<file path="src/rtl/ocp_pkg.sv">
package ocp_pkg;

  typedef enum logic [1:0] {
    ST_ON    = 2'd0,
    ST_BLANK = 2'd1,
    ST_OFF   = 2'd2,
    ST_THERM = 2'd3
  } ocp_state_e;

  // field positions matter: software writes the word as a whole
  typedef struct packed {
    logic [2:0] ilim;
    logic [1:0] blank;
    logic [1:0] retry;
    logic       auto_en;
  } ocp_cfg_t;

  localparam logic [1:0] BLANK_NONE = 2'b11;

  function automatic int max_of4(input int a, input int b, input int c, input int d);
    int m;
    m = a;
    if (b > m) m = b;
    if (c > m) m = c;
    if (d > m) m = d;
    return m;
  endfunction

endpackage

</file>
<file path="src/rtl/ocp_window_lut.sv">
module ocp_window_lut
  import ocp_pkg::*;
#(
  parameter int BLANK0 = 4,
  parameter int BLANK1 = 8,
  parameter int BLANK2 = 16,
  parameter int RETRY0 = 6,
  parameter int RETRY1 = 12,
  parameter int RETRY2 = 24,
  parameter int RETRY3 = 48,
  parameter int CNT_W  = 6
) (
  input  ocp_cfg_t         cfg,
  output logic             blank_none,
  output logic [CNT_W-1:0] blank_last,
  output logic [CNT_W-1:0] retry_last
);

  // counters run down to zero, so the terminal value is length - 1
  localparam logic [CNT_W-1:0] BL0 = CNT_W'(BLANK0 - 1);
  localparam logic [CNT_W-1:0] BL1 = CNT_W'(BLANK1 - 1);
  localparam logic [CNT_W-1:0] BL2 = CNT_W'(BLANK2 - 1);
  localparam logic [CNT_W-1:0] RT0 = CNT_W'(RETRY0 - 1);
  localparam logic [CNT_W-1:0] RT1 = CNT_W'(RETRY1 - 1);
  localparam logic [CNT_W-1:0] RT2 = CNT_W'(RETRY2 - 1);
  localparam logic [CNT_W-1:0] RT3 = CNT_W'(RETRY3 - 1);

  assign blank_none = (cfg.blank == BLANK_NONE);

  always_comb begin
    unique case (cfg.blank)
      2'b00:   blank_last = BL0;
      2'b01:   blank_last = BL1;
      2'b10:   blank_last = BL2;
      default: blank_last = '0;
    endcase
  end

  always_comb begin
    unique case (cfg.retry)
      2'b00:   retry_last = RT0;
      2'b01:   retry_last = RT1;
      2'b10:   retry_last = RT2;
      default: retry_last = RT3;
    endcase
  end

endmodule

</file>
<file path="src/rtl/ocp_down_cnt.sv">
module ocp_down_cnt #(
  parameter int CNT_W = 6
) (
  input  logic             clk,
  input  logic             rst_n,
  input  logic             load,
  input  logic [CNT_W-1:0] load_val,
  input  logic             dec,
  output logic             zero
);

  logic [CNT_W-1:0] cnt_q;

  always_ff @(posedge clk or negedge rst_n) begin
    if (!rst_n)               cnt_q <= '0;
    else if (load)            cnt_q <= load_val;
    else if (dec && cnt_q != '0) cnt_q <= cnt_q - 1'b1;
  end

  assign zero = (cnt_q == '0);

endmodule

</file>
<file path="src/rtl/ocp_guard_fsm.sv">
module ocp_guard_fsm
  import ocp_pkg::*;
#(
  parameter int CNT_W = 6
) (
  input  logic             clk,
  input  logic             rst_n,
  input  logic             oc_det,
  input  logic             tsd,
  input  logic             auto_en,
  input  logic             blank_none,
  input  logic [CNT_W-1:0] blank_last,
  input  logic [CNT_W-1:0] retry_last,
  input  logic             cnt_zero,
  output logic             cnt_load,
  output logic [CNT_W-1:0] cnt_val,
  output logic             cnt_dec,
  output ocp_state_e       state
);

  ocp_state_e nxt;

  always_comb begin
    nxt      = state;
    cnt_load = 1'b0;
    cnt_val  = blank_last;
    cnt_dec  = 1'b0;
    if (tsd) begin
      nxt = ST_THERM;
    end else begin
      unique case (state)
        ST_ON: begin
          if (oc_det && auto_en) begin
            cnt_load = 1'b1;
            if (blank_none) begin
              nxt     = ST_OFF;
              cnt_val = retry_last;
            end else begin
              nxt     = ST_BLANK;
              cnt_val = blank_last;
            end
          end
        end
        ST_BLANK: begin
          if (!oc_det || !auto_en) begin
            nxt = ST_ON;
          end else if (cnt_zero) begin
            nxt      = ST_OFF;
            cnt_load = 1'b1;
            cnt_val  = retry_last;
          end else begin
            cnt_dec = 1'b1;
          end
        end
        ST_OFF: begin
          if (!auto_en || cnt_zero) nxt = ST_ON;
          else                      cnt_dec = 1'b1;
        end
        default: nxt = ST_ON;
      endcase
    end
  end

  always_ff @(posedge clk or negedge rst_n) begin
    if (!rst_n) state <= ST_ON;
    else        state <= nxt;
  end

endmodule

</file>
<file path="src/rtl/ocp_retry_ctrl.sv">
module ocp_retry_ctrl
  import ocp_pkg::*;
#(
  parameter int         BLANK0       = 4,
  parameter int         BLANK1       = 8,
  parameter int         BLANK2       = 16,
  parameter int         RETRY0       = 6,
  parameter int         RETRY1       = 12,
  parameter int         RETRY2       = 24,
  parameter int         RETRY3       = 48,
  parameter logic [2:0] PD_ILIM_CODE = 3'b011
) (
  input  logic       clk,
  input  logic       rst_n,
  input  logic [7:0] cfg,
  input  logic       oc_det,
  input  logic       tsd,
  input  logic       pd_req,
  output logic       drv_en,
  output logic       drv_fault,
  output logic       pd_5ma_en
);

  localparam int LONGEST = max_of4(max_of4(BLANK0, BLANK1, BLANK2, 1),
                                   RETRY0, RETRY1, max_of4(RETRY2, RETRY3, 1, 1));
  localparam int CNT_W   = $clog2(LONGEST + 1);

  ocp_cfg_t         cfg_s;
  ocp_state_e       state;
  logic             blank_none;
  logic [CNT_W-1:0] blank_last;
  logic [CNT_W-1:0] retry_last;
  logic             cnt_load;
  logic [CNT_W-1:0] cnt_val;
  logic             cnt_dec;
  logic             cnt_zero;

  assign cfg_s = ocp_cfg_t'(cfg);

  ocp_window_lut #(
    .BLANK0(BLANK0), .BLANK1(BLANK1), .BLANK2(BLANK2),
    .RETRY0(RETRY0), .RETRY1(RETRY1), .RETRY2(RETRY2), .RETRY3(RETRY3),
    .CNT_W (CNT_W)
  ) lut_i (
    .cfg       (cfg_s),
    .blank_none(blank_none),
    .blank_last(blank_last),
    .retry_last(retry_last)
  );

  ocp_down_cnt #(.CNT_W(CNT_W)) cnt_i (
    .clk     (clk),
    .rst_n   (rst_n),
    .load    (cnt_load),
    .load_val(cnt_val),
    .dec     (cnt_dec),
    .zero    (cnt_zero)
  );

  ocp_guard_fsm #(.CNT_W(CNT_W)) fsm_i (
    .clk       (clk),
    .rst_n     (rst_n),
    .oc_det    (oc_det),
    .tsd       (tsd),
    .auto_en   (cfg_s.auto_en),
    .blank_none(blank_none),
    .blank_last(blank_last),
    .retry_last(retry_last),
    .cnt_zero  (cnt_zero),
    .cnt_load  (cnt_load),
    .cnt_val   (cnt_val),
    .cnt_dec   (cnt_dec),
    .state     (state)
  );

  always_ff @(posedge clk or negedge rst_n) begin
    if (!rst_n) drv_fault <= 1'b0;
    else        drv_fault <= oc_det | tsd;
  end

  assign drv_en    = (state == ST_ON) || (state == ST_BLANK);
  assign pd_5ma_en = pd_req && !drv_en && (cfg_s.ilim == PD_ILIM_CODE);

endmodule

</file>
<file path="config.mk">
export PLATFORM = sky130hd
export DESIGN_NAME = ocp_retry_ctrl
export DESIGN_NICKNAME = d
export VERILOG_FILES = /design/src/rtl/ocp_pkg.sv /design/src/rtl/ocp_window_lut.sv /design/src/rtl/ocp_down_cnt.sv /design/src/rtl/ocp_guard_fsm.sv /design/src/rtl/ocp_retry_ctrl.sv
export SDC_FILE = /design/constraint.sdc
export NUM_CORES = 1
export LEC_CHECK = 0
export ABC_AREA = 1
export BUFFER_PORTS_ARGS = -buffer_cell sky130_fd_sc_hd__buf_2
export CAP_MARGIN = 20
export CORE_MARGIN = 2
export CORE_UTILIZATION = 43
export DETAILED_ROUTE_END_ITERATION = 6
export PLACE_DENSITY_LB_ADDON = 0.15
export SYNTH_ARGS = -nofsm -noshare
export SYNTH_HDL_FRONTEND = slang
export SYNTH_HIERARCHICAL = 1
export SYNTH_SLANG_ARGS = --single-unit
</file>
<file path="constraint.sdc">
create_clock -name clk -period 5 [get_ports clk]
set_input_delay 1 -clock clk [delete_from_list [all_inputs] [get_ports clk]]
set_output_delay 1 -clock clk [all_outputs]
set_load 0.01 [all_outputs]
</file>
==> metrics.csv <==
stage,metric,value,unit
cells_and_area,layout.nets,188,
floorplan,boundaryPins,16,
worst_setup_path,cp_slowest_cell,buf_2,
floorplan,core,2210,µm²
timing,finalSetupTns,0,ps
clock_tree,h-tree-depth,1,
worst_setup_path,crit_path_max_fanout,1,
timing,setup_viol,0,
global_routing,grt_usage,16.9,%
clock_tree,cts_resized,0,
global_routing,grt_antenna_before_repair,0,
global_routing,grt_pass1_wl,3.37,mm
timing,worst_clock_skew,4.40,ps
worst_setup_path,cp.required,4000,ps
timing,fmax,414,MHz
worst_setup_path,crit_family,buffers and inverters,
global_routing,grt_max_degree,11,
timing,period_share,48.3,%
yosys,ys_ff_latch,9,
worst_setup_path,path_cells,buf_2 > inv_1 > nand3_1 > nor2_1 > buf_2,
worst_setup_path,r2r_slack,3010,ps
floorplan,die_w,52.4,µm
power,peakVddDrop,153,µV
worst_setup_path,slowest_delay,130,ps
yosys,syn_area,1010,µm²
yosys,yosysWarningCount,6,
placed_design,hpwl,1.63,mm
clock_tree,postCtsHoldBufs,0,
worst_setup_path,cp_num_cells,5,
yosys,synth_seq_area_share,22.4,%
drt,wl_per_cell,10.1,µm
worst_setup_path,critPathCaptureType,output pin,
clock_tree,clkLatencyLatePin,270,ps
worst_hold_path,hp-class,in2async,
worst_setup_path,r2r-end,cnt_i/cnt_q[4]$_DFFE_PN0P_,
clock_tree,cts_made_buffers,3,
drt,vias,924,
drt,drtIter0Drc,22,
floorplan,fp.dieH,52.4,µm
job,cap_violations,0,
worst_setup_path,crit_top_cell,buf_2,
clock_tree,clk_path_buf_depth,2,
cells_and_area,synthToLayoutAreaGrowth,10.8,%
floorplan,die-area,2740,µm²
power,p_total,459,µW
drt,ant_nets,0,
power,leakage,0.000594,µW
worst_setup_path,path_buf_inv,3,
drt,drcViolationCount,0,
yosys,synth_cells,149,
clock_tree,cts_tree,built,
placed_design,place_congestion,0.923,
power,cellPowerDensity,412,nW/µm²
clock_tree,post_cts_buffers,0,
cells_and_area,mostFrequentLayoutCells,"nand2_1 (45), nand3_1 (22), inv_1 (19)",
cells_and_area,diodes,0,
cells_and_area,mostFrequentLayoutCell,nand2_1,
timing,post-route-min-period,2410,ps
worst_setup_path,cp-start-kind,primary input,
clock_tree,clkTransAtPathRegs,60,ps
global_routing,grt_pass1_vias,816,
floorplan,rows,17,
worst_setup_path,crit_type,in2out,
cells_and_area,layout-drive-gt1-share,20.1,%
timing,rsz0062_at_grt,false,
worst_setup_path,cp.arrival,1410,ps
global_routing,grt.overflow.total,0,
timing,timing.final.hold_violations,0,
clock_tree,root_buffer,clkbuf_4,
placed_design,port_buffers,15,
clock_tree,cts.sinks,9,
yosys,synth_area_per_cell,6.75,µm²
worst_setup_path,r2r_cells,9,
outcome,outcome,"finished, final reports clean",
yosys,ys_types,26,
drt,wl,1.94,mm
worst_setup_path,reg2reg_from,fsm_i/state[1]$_DFFE_PN0P_,
drt,vias_per_cell,4.81,
floorplan,start_util,45.5,%
drt,firstDrtPassIters,4,
timing,drv_slew,0,
routing by layer:
metal,GRT usage [%],part of all wire (%)
met5,0,0
met4,11.5,1.2
met3,2.57,2.2
met2,26.9,49
met1,20.8,48
cell usage after synthesis, drive strengths merged:
cell     n  share of area [%]
conb     2               0.75
a21oi    1               0.50
or2      1               0.62
nand3   24                 13
inv     20                7.5
buf      5                3.5
nand2   49                 21
o21ai    8                5.8
dfrtp    9                 22
nand4    4                2.5
xnor2    2                1.7
xor2     1               0.87
ha      10                 12
clkbuf   1               0.37
a21boi   1               0.75
nor2    11                6.6
power breakdown:
part           switching, µW  internal [µW]  total (µW)
clock                   25.4           30.8        56.2
sequential              33.5            102         136
combinational            163            104         267
total                    222            237         459
cells by family (layout without fill, tap and decap cells):
group / count (synthesis) / after routing / synth area share (%)
adders and majority gates: 10 / 10 / 12.4
xor gates and xnor gates: 3 / 3 / 2.61
and+or+nand+nor: 89 / 89 / 43.4
other: 2 / 3 / 0.747
buffers and inverters: 26 / 40 / 11.3
AOI/OAI and AO/OA: 10 / 10 / 7.09
DFF: 9 / 9 / 22.4
registers in the layout, summed over array words and instances (netlist names):
signal and flops:
fsm_i/state 2, drv_fault 1, cnt_i/cnt_q 6
how the worst max path moves through the flow:
stage,start,endpoint,slack [ps]
3_5_place_dp,cfg[0],cnt_i/cnt_q[3]$_DFFE_PN0P_,2010
4_1_cts,cfg[0],cnt_i/cnt_q[3]$_DFFE_PN0P_,2310
3_3_place_gp,cfg[0],cnt_i/cnt_q[5]$_DFFE_PN0P_,2120
5_1_grt,cfg[7],pd_5ma_en,2540
2_1_floorplan,cfg[7],pd_5ma_en,2750
6_report,cfg[7],pd_5ma_en,2590
metrics by stage:
step | area [µm²] | util (%) | hold slack [ps] | setup WS (ps) | instances
final | 1110 | 50.4 | 569 | 2590 | 192
after global placement | 1080 | 48.9 | 545 | 2120 | 187
after floorplan | 1010 | - | 496 | 2750 | 150
after global routing | 1110 | 50.4 | 569 | 2540 | 192
after CTS | 1110 | 50.1 | 570 | 2310 | 191
after detailed placement | 1080 | 48.9 | 553 | 2010 | 187
cell type report:
class / instances / area [µm²]
well taps: 28 / 35.0
inverters: 20 / 75.1
flip-flops and latches: 9 / 225
multi-input cells: 115 / 671
fillers: 233 / 1100
repair buffers: 16 / 82.6
clock buffers: 4 / 26.3
No activity file was read; power rests on OpenSTA's default activity.
